<file path="src/rtl/mw_pkg.sv">
package mw_pkg;

    typedef enum logic [1:0] {
        MM_NONE     = 2'd0,
        MM_LIB_ONLY = 2'd1,
        MM_MEM_ONLY = 2'd2,
        MM_BOTH     = 2'd3
    } mask_mode_e;

    function automatic mask_mode_e mask_mode(input int mem_gran, input int lib_gran);
        if (mem_gran == 0 && lib_gran == 0) return MM_NONE;
        if (mem_gran == 0)                  return MM_LIB_ONLY;
        if (lib_gran == 0)                  return MM_MEM_ONLY;
        return MM_BOTH;
    endfunction

    function automatic int div_ceil(input int a, input int b);
        return (a + b - 1) / b;
    endfunction

    function automatic int lane_count(input int mem_w, input int lib_w);
        return div_ceil(mem_w, lib_w);
    endfunction

    function automatic int lane_base(input int idx, input int lib_w);
        return idx * lib_w;
    endfunction

    function automatic int lane_width(input int idx, input int mem_w, input int lib_w);
        int rem;
        rem = mem_w - idx * lib_w;
        return (rem < lib_w) ? rem : lib_w;
    endfunction

    function automatic int mask_bits(input int w, input int gran);
        return (gran == 0) ? 1 : div_ceil(w, gran);
    endfunction

    function automatic int phys_gran(input int lib_w, input int lib_gran);
        return (lib_gran == 0) ? lib_w : lib_gran;
    endfunction

    function automatic int mask_src(input int base, input int x, input int lib_gran,
                                    input int mem_gran);
        return (base + x * lib_gran) / mem_gran;
    endfunction

endpackage

</file>
<file path="src/rtl/mw_lib_sram.sv">
module mw_lib_sram #(
    parameter int W     = 8,
    parameter int GRAN  = 1,
    parameter int DEPTH = 16,
    localparam int AW   = $clog2(DEPTH),
    localparam int MB   = (W + GRAN - 1) / GRAN
) (
    input  logic          clk,
    input  logic          rst,
    input  logic [AW-1:0] addr,
    input  logic          we,
    input  logic [MB-1:0] mask,
    input  logic [W-1:0]  din,
    output logic [W-1:0]  dout
);

    logic [W-1:0] store [DEPTH];
    logic [W-1:0] bit_en;

    always_comb begin
        for (int b = 0; b < W; b++) begin
            bit_en[b] = mask[b / GRAN];
        end
    end

    always_ff @(posedge clk) begin
        if (we) begin
            store[addr] <= (store[addr] & ~bit_en) | (din & bit_en);
        end
        if (rst) begin
            dout <= '0;
        end else begin
            dout <= store[addr];
        end
    end

endmodule

</file>
<file path="src/rtl/mw_lane_ctrl.sv">
module mw_lane_ctrl
    import mw_pkg::*;
#(
    parameter int MEM_W    = 20,
    parameter int LIB_W    = 8,
    parameter int MEM_GRAN = 4,
    parameter int LIB_GRAN = 1,
    parameter int IDX      = 0,
    localparam int MEM_MB  = mask_bits(MEM_W, MEM_GRAN),
    localparam int LIB_MB  = mask_bits(LIB_W, LIB_GRAN)
) (
    input  logic              wen,
    input  logic [MEM_MB-1:0] wmask,
    output logic [LIB_MB-1:0] lib_mask,
    output logic              lib_we
);

    localparam mask_mode_e MODE = mask_mode(MEM_GRAN, LIB_GRAN);
    localparam int BASE = lane_base(IDX, LIB_W);

    logic unused_mask;
    assign unused_mask = ^wmask;

    if (MODE == MM_BOTH) begin : g_both
        for (genvar x = 0; x < LIB_MB; x++) begin : g_bit
            if (BASE + x * LIB_GRAN < MEM_W) begin : g_live
                localparam int SRC = mask_src(BASE, x, LIB_GRAN, MEM_GRAN);
                assign lib_mask[x] = wmask[SRC];
            end else begin : g_pad
                assign lib_mask[x] = 1'b0;
            end
        end
        assign lib_we = wen;
    end else if (MODE == MM_MEM_ONLY) begin : g_gate
        localparam int SRC = BASE / MEM_GRAN;
        assign lib_mask = '1;
        assign lib_we   = wen & wmask[SRC];
    end else begin : g_plain
        assign lib_mask = '1;
        assign lib_we   = wen;
    end

endmodule

</file>
<file path="src/rtl/mw_split_mem.sv">
module mw_split_mem
    import mw_pkg::*;
#(
    parameter int MEM_W    = 20,
    parameter int LIB_W    = 8,
    parameter int MEM_GRAN = 4,
    parameter int LIB_GRAN = 1,
    parameter int DEPTH    = 16,
    localparam int ADDR_W  = $clog2(DEPTH),
    localparam int MEM_MB  = mask_bits(MEM_W, MEM_GRAN)
) (
    input  logic              clk,
    input  logic              rst,
    input  logic [ADDR_W-1:0] addr,
    input  logic              wen,
    input  logic [MEM_W-1:0]  wdata,
    input  logic [MEM_MB-1:0] wmask,
    output logic [MEM_W-1:0]  rdata
);

    localparam int LANES  = lane_count(MEM_W, LIB_W);
    localparam int LIB_MB = mask_bits(LIB_W, LIB_GRAN);
    localparam int PGRAN  = phys_gran(LIB_W, LIB_GRAN);
    localparam mask_mode_e MODE = mask_mode(MEM_GRAN, LIB_GRAN);

    typedef struct packed {
        logic              we;
        logic [LIB_MB-1:0] mask;
        logic [LIB_W-1:0]  din;
    } lane_req_t;

    lane_req_t                req  [LANES];
    logic [LIB_W-1:0]         dout [LANES];
    logic [LANES-1:0]         lane_we_vec;
    logic [LANES*LIB_MB-1:0]  lane_mask_vec;

    if (MODE == MM_BOTH) begin : g_chk_both
        if (LIB_GRAN > MEM_GRAN || (MEM_GRAN % LIB_GRAN) != 0 || (LIB_W % LIB_GRAN) != 0) begin : g_bad
            $error("library mask granularity must divide the logical mask granularity and the lane width");
        end
    end
    if (MODE == MM_MEM_ONLY) begin : g_chk_gate
        if ((MEM_GRAN % LIB_W) != 0) begin : g_bad
            $error("a lane without mask must lie inside one logical mask lane");
        end
    end

    for (genvar i = 0; i < LANES; i++) begin : g_lane
        localparam int BASE = lane_base(i, LIB_W);
        localparam int WID  = lane_width(i, MEM_W, LIB_W);

        logic [LIB_MB-1:0] l_mask;
        logic              l_we;
        logic [LIB_W-1:0]  l_din;

        mw_lane_ctrl #(
            .MEM_W    (MEM_W),
            .LIB_W    (LIB_W),
            .MEM_GRAN (MEM_GRAN),
            .LIB_GRAN (LIB_GRAN),
            .IDX      (i)
        ) u_ctrl (
            .wen      (wen),
            .wmask    (wmask),
            .lib_mask (l_mask),
            .lib_we   (l_we)
        );

        if (WID == LIB_W) begin : g_full
            assign l_din = wdata[BASE +: LIB_W];
            assign rdata[BASE +: LIB_W] = dout[i];
        end else begin : g_part
            logic unused_hi;
            assign l_din = {{(LIB_W - WID){1'b0}}, wdata[BASE +: WID]};
            assign rdata[BASE +: WID] = dout[i][WID-1:0];
            assign unused_hi = ^dout[i][LIB_W-1:WID];
        end

        assign req[i] = '{we: l_we, mask: l_mask, din: l_din};
        assign lane_we_vec[i] = req[i].we;
        assign lane_mask_vec[i*LIB_MB +: LIB_MB] = req[i].mask;

        mw_lib_sram #(
            .W     (LIB_W),
            .GRAN  (PGRAN),
            .DEPTH (DEPTH)
        ) u_sram (
            .clk  (clk),
            .rst  (rst),
            .addr (addr),
            .we   (req[i].we),
            .mask (req[i].mask),
            .din  (req[i].din),
            .dout (dout[i])
        );
    end

endmodule

</file>
<file path="config.mk">
export PLATFORM = sky130hd
export DESIGN_NAME = mw_split_mem
export DESIGN_NICKNAME = d
export VERILOG_FILES = /design/src/rtl/mw_pkg.sv /design/src/rtl/mw_lib_sram.sv /design/src/rtl/mw_lane_ctrl.sv /design/src/rtl/mw_split_mem.sv
export SDC_FILE = /design/constraint.sdc
export NUM_CORES = 1
export LEC_CHECK = 0
export BUFFER_PORTS_ARGS = -buffer_cell sky130_fd_sc_hd__buf_2
export CORE_ASPECT_RATIO = 0.5
export CORE_MARGIN = 4
export CORE_UTILIZATION = 35
export CTS_CLUSTER_DIAMETER = 40
export CTS_CLUSTER_SIZE = 25
export DETAILED_ROUTE_END_ITERATION = 10
export GPL_TIMING_DRIVEN = 1
export PLACE_DENSITY_LB_ADDON = 0.2
export SKIP_LAST_GASP = 1
export SYNTH_ARGS = -nofsm -noshare
export SYNTH_HDL_FRONTEND = slang
export SYNTH_HIERARCHICAL = 1
export SYNTH_SLANG_ARGS = --single-unit
</file>
<file path="constraint.sdc">
create_clock -name clk -period 3.7 [get_ports clk]
set_clock_uncertainty 0.05 [all_clocks]
set_input_delay 0.185 -clock clk [delete_from_list [all_inputs] [get_ports clk]]
set_output_delay 0.185 -clock clk [all_outputs]
set_load 0.05 [all_outputs]
</file>
==> results.md, run 1 <==
* Count of boundary I/O pins at 52
* Residual antenna-violating net count after detailed routing at 0
* 1st-pass router iterations at 5
* Crit start category: input port
* Number of DRC markers after the initial detailed-route iteration at 554
* Insertion delay of the later-clocked pin in the worst-skew pair at 570 ps
* CTS tree: done
* Category of the most critical setup path: input port to flip-flop
* Layout overhead on the synthesized area at 12.4%
* Highest fanout seen on the critical path at 73
* Met2 layer wire length in the routed design at 14700 um
* Number of pins with negative max-slew slack in the final report at 0
* Critical register-to-register path startpoint: g_lane[0].u_sram/store[14][6]$_DFFE_PP_
* Site Rows at 50
* Finish-stage setup viols at 0
* Number of clock sinks seen by CTS at 340
* Utilization after layout at 40.5%
* Unrepaired setup endpoints after global routing: no
* DIE AREA at 0.0426 sq mm
* Clock period minus worst slack at 2480 ps
* Remaining routing DRC violations at 0
* Critical path startpoint: addr[3]
* Cell chosen for the clock root: clkbuf_16
* Critical-path cell list: buf_6 > mux2i_1 > a22oi_1 > a21boi_1 > o31ai_2
* Routed via count divided by cell count at 5.06
* Clock Tree Buf Depth at 3
* Number of H-tree levels at 1
* Largest stage delay on the critical path at 990 ps
* Share of final-layout standard cells stronger than drive strength 1 at 26.0%
* Number of gates resized after cts at 0
* Filler cells at 3496
* Total negative slack at 0 ps
* Total gr overflow at 0
* Data arrival time of the critical path at 2630 ps
* Pin count of the biggest net entering global routing at 74
* Final weighted congestion in routability-driven placement at 0.758
* Summed instance area of the synthesized netlist at 0.0137 sq mm
* Via count of the first global-routing pass at 7063
* Initial Util at 36.1%
* Hold WC Path Type: input port to flip-flop
* Highest signal layer in the routed design: met4
* Global-route wire length before repair at 45800 um
* Power Dens Cells at 524 mW/mm^2
* Worst slew margin relative to its limit at 19.2%
* Count of inserted antenna diode cells at 0
* Critical-path top delay cell: o31ai_2
* Number of nets in the synthesized netlist at 784
* Aggregate global-route resource usage at 14.3%
* Dpl hpwl at 19700 um
* Post-Place Cell Area at 0.0144 sq mm
* Vertical extent of the die at 148 um
* VDD IR max at 0.000370 V
* Routed wire length on met3 at 1140 um
* Outcome: finished, final reports clean
* Synth Area per Inst at 18.2 sq um
* Hold buffers post-CTS at 3
* Port-buffer cells at 51
* Number of hold violations in the final report at 0
* Worst-path clk slew at 70 ps
* Antenna violations before repair at 0
* WP data required at 3850 ps
* Clock buffer count from CTS at 29
* LEAKAGE at 5.12 nW
* Detail-routed net length per standard cell at 22.5 um
* Chip Width at 288 um
* Endpoint type of the worst setup path: flip-flop
* Final instance area at 0.0154 sq mm
* Core outline area at 0.0380 sq mm
* Number of cells produced by synthesis at 752
* Synth warnings at 6
* Routed WL at 30300 um
* Maximum clock frequency at 403 MHz
* Max-cap check violation count at 0
* Via Count at 6821
* Nets at 836
* Share of the clock period used by the worst path at 67.1%
* # Post-CTS Setup Buffers at 0
* Routed met1 length at 13900 um
* Worst Tran Pin Value at 1200 ps
* Beginning of the worst hold path: wdata[19]
==> area by class of cell <==
type	instances	area (sq um)	area share, %
Clock inverter	19	204	1.32
Sequential cell	340	10000	64.9
Multi-Input combinational cell	344	3230	21.0
Timing Repair Buffer	89	557	3.61
Tap cell	520	651	4.22
Clock buffer	35	768	4.98
==> flip-flops by register name, indices dropped and copies added, names as in the netlist <==
| signal | flops |
|---|---|
| g_lane.u_sram/store | 320 |
| g_lane.u_sram/dout | 20 |
==> metrics by stage <==
stage	cells	power [W]	setup WS (ps)	hold slack, ps
3_5_place_dp	1290	0.00505	593	575
2_1_floorplan	752	0.00486	1680	388
5_1_grt	1347	0.00839	986	121
6_report	1347	0.00808	1220	109
4_1_cts	1347	0.00818	1200	84.6
3_3_place_gp	1290	0.00504	568	573
==> worst paths after layout <==
| kind | depth (start not counted) | slack (ps) | endpoint |
|---|---|---|---|
| max | 5 | 1220 | g_lane[0].u_sram/store[14][6]$_DFFE_PP_ |
| min | 4 | 110 | g_lane[2].u_sram/store[7][3]$_DFFE_PP_ |
| max reg2reg | 4 | 1390 | g_lane[0].u_sram/store[14][6]$_DFFE_PP_ |
| min reg2reg | 3 | 790 | g_lane[2].u_sram/dout[3]$_SDFF_PP0_ |
==> routing by layer <==
metal	vias up	GRT usage, %
met2	129	23.5
li1	3083	-
met4	0	3.18
met5	-	0
met3	41	2.50
met1	3568	20.0
==> report_power, final <==
part	switching, W	leakage, nW	internal (W)
Clock	0.00140	0.469	0.00171
Combinational	0.000425	1.59	0.000190
Sequential	0.0000142	3.06	0.00433
Total	0.00184	5.12	0.00623
==> critical path, delay by kind of cell <==
kind	cells	cell delay, ps
compound gates	3	1500
buf+inv	1	620
mux	1	190
==> placed cells by master, fill, tap and decap left out, types with 6 or more instances in the layout <==
master	count
mux4_2	38
edfxtp_1	320
nand2_1	23
a22oi_1	40
dfxtp_1	20
buf_4	36
mux2i_1	80
nand3b_1	6
o31ai_2	20
clkbuf_16	29
o22ai_2	18
nand2b_1	6
buf_2	49
nor2b_1	6
a21boi_0	18
nor3_1	20
nor2_1	48
(Power assumes the default switching activity.)
==> run 2, diff against run 1 <==
==> constraint.sdc (replaced) <==
create_clock -name clk -period 2.4 [get_ports clk]
set_clock_uncertainty 0.05 [all_clocks]
set_input_delay 0.12 -clock clk [delete_from_list [all_inputs] [get_ports clk]]
set_output_delay 0.12 -clock clk [all_outputs]
set_load 0.05 [all_outputs]
==> run 2 against run 1 <==
Sequential share of layout area down 2.2 points. Setup slack got worse by 910 ps. Clock power up 64%. Global-route usage is 0.77 points lower. Combinational power increased by 66%. Register-to-register slack got worse by 1100 ps. First-iteration DRC count shrank 18%. Non-clock buffer count is 47 higher. Sequential cell count stayed put. Via count is 2.0% higher. Critical endpoint is now g_lane[1].u_sram/store[2][5]$_DFFE_PP_. Largest power group unchanged.
==> results.md, run 2 (synthesized netlist as in run 1, its figures left out) <==
* Outcome: finished, final reports clean
* Power share of the clock group at 39.9%
* Hold WC Path Type: input port to flip-flop
* Site Rows at 50
* Clock buffer count from CTS at 34
* Crit start category: flip-flop
* Number of flip-flops in the largest register at 320
* Chip Width at 288 um
* CTS tree: done
* Highest fanout seen on the critical path at 16
* Insertion delay of the later-clocked pin in the worst-skew pair at 530 ps
* Max-cap check violation count at 0
* Power Dens Cells at 805 mW/mm^2
* Critical register-to-register path startpoint: g_lane[1].u_sram/store[6][5]$_DFFE_PP_
* Endpoint type of the worst setup path: flip-flop
* Sequential fraction of design power at 52.1%
* WP data required at 2510 ps
* Most common library cell in the layout ignoring fill and taps: edfxtp_1
* Via count of the first global-routing pass at 7172
* Final weighted congestion in routability-driven placement at 0.766
* Category of the most critical setup path: flip-flop to flip-flop
* Nets at 888
* Portion of total power attributed to combinational logic at 7.9%
* Worst slew margin relative to its limit at 27.3%
* Pin count of the biggest net entering global routing at 38
* Vertical extent of the die at 148 um
* Count of boundary I/O pins at 52
* Layout overhead on the synthesized area at 16.3%
* Most used cells in the layout excluding fill and tap cells: 320 x edfxtp_1, 80 x mux2i_1, 77 x buf_4, 49 x buf_2, 48 x nor2_1
* Number of clock sinks seen by CTS at 340
* Utilization after layout at 42.0%
* Global-route wire length before repair at 43300 um
* Data arrival time of the critical path at 2200 ps
* Filler cells at 3401
* Clock Tree Buf Depth at 3
* Fin Hold WS at 43.5 ps
* Number of hold violations in the final report at 0
* Residual antenna-violating net count after detailed routing at 0
* Finish-stage setup viols at 0
* Antenna violations before repair at 0
* Dpl hpwl at 19100 um
* DIE AREA at 0.0426 sq mm
* Cell chosen for the clock root: clkbuf_16
* Number of pins with negative max-slew slack in the final report at 0
* Aggregate global-route resource usage at 13.5%
* Reg2Reg Depth at 5
* # Post-CTS Setup Buffers at 0
* Number of H-tree levels at 2
* Slack of the worst reg-to-reg path at 310 ps
* Largest registers ranked by flip-flop count: g_lane.u_sram/store x320, g_lane.u_sram/dout x20
* Unrepaired setup endpoints after global routing: no
* Largest Register: g_lane.u_sram/store
* Routed via count divided by cell count at 4.97
* Worst Tran Pin Value at 1080 ps
* Beginning of the worst hold path: wdata[0]
* Final instance area at 0.0160 sq mm
* Via Count at 6957
* DP Worst Slack at -63.0 ps
* Clock period minus worst slack at 2090 ps
* Number of DRC markers after the initial detailed-route iteration at 457
* Share of final-layout standard cells stronger than drive strength 1 at 30.5%
* Core outline area at 0.0380 sq mm
* Share of total power consumed by net switching at 23.0%
* Worst setup margin at 311 ps
* VDD IR max at 0.000344 V
* Post-Place Cell Area at 0.0149 sq mm
* Worst-path clk slew at 70 ps
* Worst Hold Endpoint: g_lane[0].u_sram/store[10][0]$_DFFE_PP_
* Initial Util at 36.1%
* Net switching power of the design at 0.00295 W
* LEAKAGE at 5.46 nW
* 1st-pass router iterations at 5
* Share of the clock period used by the worst path at 87.0%
* Maximum clock frequency at 479 MHz
* Internal power at 0.00989 W
* Routed WL at 28600 um
* Detail-routed net length per standard cell at 20.4 um
* Worst r2r dst: g_lane[1].u_sram/store[2][5]$_DFFE_PP_
* Total gr overflow at 0
* Remaining routing DRC violations at 0
* Port-buffer cells at 51
* Cell count of the worst hold path at 4
* Count of inserted antenna diode cells at 0
-- run 2: cell count changes in the layout (fill, tap and decap cells not counted), sizes merged --
cell / before / now
clkbuf: 35 / 40
inv: 4 / 9
dlygate4sd3: 3 / 2
bufinv: 3 / 1
buf: 86 / 134
clkinv: 9 / 10
clkinvlp: 3 / 0
-- run 2: how the worst max path moves through the flow --
stage,startpoint,end,slack (ps),cells past startpoint
after floorplan,addr[3],g_lane[0].u_sram/store[0][6]$_DFFE_PP_,450,6
after detailed placement,addr[2],g_lane[2].u_sram/store[8][1]$_DFFE_PP_,-60,6
after CTS,g_lane[1].u_sram/store[6][5]$_DFFE_PP_,g_lane[1].u_sram/store[2][5]$_DFFE_PP_,280,5
after global routing,g_lane[2].u_sram/store[7][1]$_DFFE_PP_,g_lane[2].u_sram/store[6][1]$_DFFE_PP_,130,4
final,g_lane[1].u_sram/store[6][5]$_DFFE_PP_,g_lane[1].u_sram/store[2][5]$_DFFE_PP_,310,5
after global placement,addr[2],g_lane[1].u_sram/store[5][6]$_DFFE_PP_,20,5
-- run 2: final cells by class --
class | count | area (sq um) | area share, %
clock buffer | 40 | 895 | 5.61
clock inverter | 20 | 179 | 1.12
multi-input combinational | 344 | 3230 | 20.2
sequential | 340 | 10000 | 62.7
timing repair buffer | 136 | 995 | 6.23
tap | 520 | 651 | 4.08
-- run 2: what timing repair did --
| item | 4_1_cts | 5_1_grt |
|---|---|---|
| gates resized for setup | 0 | 0 |
| endpoints found under the hold margin | 8 | 0 |
| hold buffers | 2 | 0 |
-- run 2: power groups by stage --
stage | combinational, W | sequential [W] | clock [W]
2_1_floorplan | 0.000565 | 0.00693 | 0
3_3_place_gp | 0.00102 | 0.00682 | 0
3_5_place_dp | 0.00103 | 0.00683 | 0
4_1_cts | 0.00104 | 0.00670 | 0.00531
5_1_grt | 0.00110 | 0.00670 | 0.00559
6_report | 0.00102 | 0.00670 | 0.00513
-- run 2: critical path, stage by stage (launching register included) --
cell and delay (ps):
edfxtp_1 330, mux2i_1 70, a22oi_1 180, a21boi_0 110, buf_4 150, o31ai_2 840
-- run 2: per-stage QoR --
stage | setup TNS (ps) | total power, W | cells
detailed placement | -1000 | 0.00786 | 1338
global placement | 0 | 0.00784 | 1338
CTS | 0 | 0.0130 | 1400
global route | 0 | 0.0134 | 1400
floorplan | 0 | 0.00749 | 752
finish | 0 | 0.0128 | 1400
-- run 2: per-layer routing --
layer  part of all wire (%)  track usage (%)  wire, um
met1                     47             18.8     13300
met3                    3.8             2.71      1080
met2                     47             21.7     13500
met4                    2.1             3.92       610
met5                      0                0         0
==> run 3, diff against run 2 <==
--- a/config.mk
+++ b/config.mk
@@ -5,7 +5,7 @@
 export SDC_FILE = /design/constraint.sdc
 export NUM_CORES = 1
 export LEC_CHECK = 0
-export BUFFER_PORTS_ARGS = -buffer_cell sky130_fd_sc_hd__buf_2
+export BUFFER_PORTS_ARGS = -buffer_cell sky130_fd_sc_hd__buf_4
 export CORE_ASPECT_RATIO = 0.5
 export CORE_MARGIN = 4
 export CORE_UTILIZATION = 35
==> run 3 against run 2 <==
Sequential cell count is the same. Maximum frequency is 3.6% lower. Clock power rose by 8.6%. Sequential power hardly changed. Final cell count up 1.9%. Count of clock-buffer cells in the layout shrank 3. Critical endpoint is now g_lane[0].u_sram/store[8][1]$_DFFE_PP_. Combinational power about the same. Die area unchanged. Largest cell class unchanged.
==> results.md, run 3 (synthesized netlist as in run 1, its figures left out) <==
* Number of H-tree levels at 2
* Finish-stage setup viols at 0
* Power Dens Cells at 814 mW/mm^2
* Highest fanout seen on the critical path at 16
* Number of pins with negative max-slew slack in the final report at 0
* Routed via count divided by cell count at 4.98
* Insertion delay of the later-clocked pin in the worst-skew pair at 540 ps
* Cell chosen for the clock root: clkbuf_16
* Port-buffer cells at 51
* WP data required at 2510 ps
* Remaining routing DRC violations at 0
* Category of the most critical setup path: flip-flop to flip-flop
* Number of clock sinks seen by CTS at 340
* Endpoint type of the worst setup path: flip-flop
* 1st-pass router iterations at 5
* Count of inserted antenna diode cells at 0
* Share of the clock period used by the worst path at 90.3%
* Antenna violations before repair at 0
* Core outline area at 0.0380 sq mm
* Largest registers ranked by flip-flop count: g_lane.u_sram/store x320, g_lane.u_sram/dout x20
* Via count of the first global-routing pass at 7354
* Residual antenna-violating net count after detailed routing at 0
* CTS tree: done
* Share of final-layout standard cells stronger than drive strength 1 at 33.1%
* Global-route wire length before repair at 45500 um
* Most common library cell in the layout ignoring fill and taps: edfxtp_1
* Layout overhead on the synthesized area at 19.3%
* Clock period minus worst slack at 2170 ps
* # Post-CTS Setup Buffers at 0
* Site Rows at 50
* Clock buffer count from CTS at 35
* Dpl hpwl at 19800 um
* Maximum clock frequency at 461 MHz
* Routed WL at 29900 um
* Count of boundary I/O pins at 52
* Slack of the worst reg-to-reg path at 230 ps
* Largest Register: g_lane.u_sram/store
* Worst-path clk slew at 70 ps
* Pin count of the biggest net entering global routing at 44
* Outcome: finished, final reports clean
* Total gr overflow at 0
* Number of DRC markers after the initial detailed-route iteration at 500
* Detail-routed net length per standard cell at 21.0 um
* Most used cells in the layout excluding fill and tap cells: 320 x edfxtp_1, 154 x buf_4, 80 x mux2i_1, 48 x nor2_1, 40 x a22oi_1
* DIE AREA at 0.0426 sq mm
* Number of flip-flops in the largest register at 320
* Nets at 912
* Vertical extent of the die at 148 um
* Worst Tran Pin Value at 1100 ps
* Chip Width at 288 um
* Data arrival time of the critical path at 2280 ps
* VDD IR max at 0.000382 V
* Hold WC Path Type: input port to flip-flop
* Aggregate global-route resource usage at 14.2%
* Final weighted congestion in routability-driven placement at 0.765
* Max-cap check violation count at 0
* Fin Hold WS at 5.30 ps
* Number of hold violations in the final report at 0
* Unrepaired setup endpoints after global routing: no
* Via Count at 7100
* Worst slew margin relative to its limit at 26.4%
* Clock Tree Buf Depth at 3
* Utilization after layout at 43.0%
* Initial Util at 36.1%
* Crit start category: flip-flop
* LEAKAGE at 5.63 nW
[run 3: cell count changes in the layout (fill, tap and decap cells not counted), sizes merged]
cell	before	now
inv	9	11
dlygate4sd3	2	3
clkbuf	40	37
buf	134	156
clkinvlp	0	3
clkinv	10	11
bufinv	1	2
[run 3: area by class of cell]
class	count	area (sq um)
clock buffer	37	905
clock inverter	27	292
fill	3379	21700
multi-input combinational	344	3290
sequential	340	10000
tap	520	651
timing repair buffer	159	1220
[run 3: final timing paths]
path                                           start                                     end  depth (start not counted)
max          g_lane[0].u_sram/store[14][1]$_DFFE_PP_  g_lane[0].u_sram/store[8][1]$_DFFE_PP_                          5
min                                        wdata[15]  g_lane[1].u_sram/store[1][7]$_DFFE_PP_                          3
max reg2reg  g_lane[0].u_sram/store[14][1]$_DFFE_PP_  g_lane[0].u_sram/store[8][1]$_DFFE_PP_                          5
min reg2reg   g_lane[0].u_sram/store[3][6]$_DFFE_PP_     g_lane[0].u_sram/dout[6]$_SDFF_PP0_                          4
[run 3: routing by layer]
metal	wire [um]	track usage, %
met5	0	0
met4	486	3.33
met1	13500	19.8
met2	14500	23.1
met3	1410	2.70
[run 3: power breakdown]
group / total (W) / switching [W] / leakage [nW] / internal [W]
sequential: 0.00670 / 0.0000254 / 3.06 / 0.00668
combinational: 0.00105 / 0.000658 / 1.99 / 0.000394
clock: 0.00557 / 0.00248 / 0.580 / 0.00309
total: 0.0133 / 0.00316 / 5.63 / 0.0102
[run 3: critical path, stage by stage (launching register included)]
cell,delay (ps)
edfxtp_1,340
mux2i_1,80
a22oi_1,190
a21boi_0,110
buf_4,160
o31ai_2,870
[run 3: what timing repair did]
action	4_1_cts	5_1_grt
hold endpoints to repair	24	6
hold buffers	2	1
setup endpoints to repair	0	103
gates resized for setup	0	7
[run 3: through the flow]
| stage | std cells | worst slack [ps] | cell area, sq um | total power (W) | TNS (ps) |
|---|---|---|---|---|---|
| detailed placement | 1360 | -468 | 15100 | 0.00788 | -69890 |
| finish | 1427 | 232 | 16400 | 0.0133 | 0 |
| global route | 1427 | 20.9 | 16400 | 0.0138 | 0 |
| floorplan | 752 | 450 | 13700 | 0.00749 | 0 |
| global placement | 1360 | -388 | 15100 | 0.00786 | -49750 |
| CTS | 1426 | 83.6 | 16300 | 0.0135 | 0 |
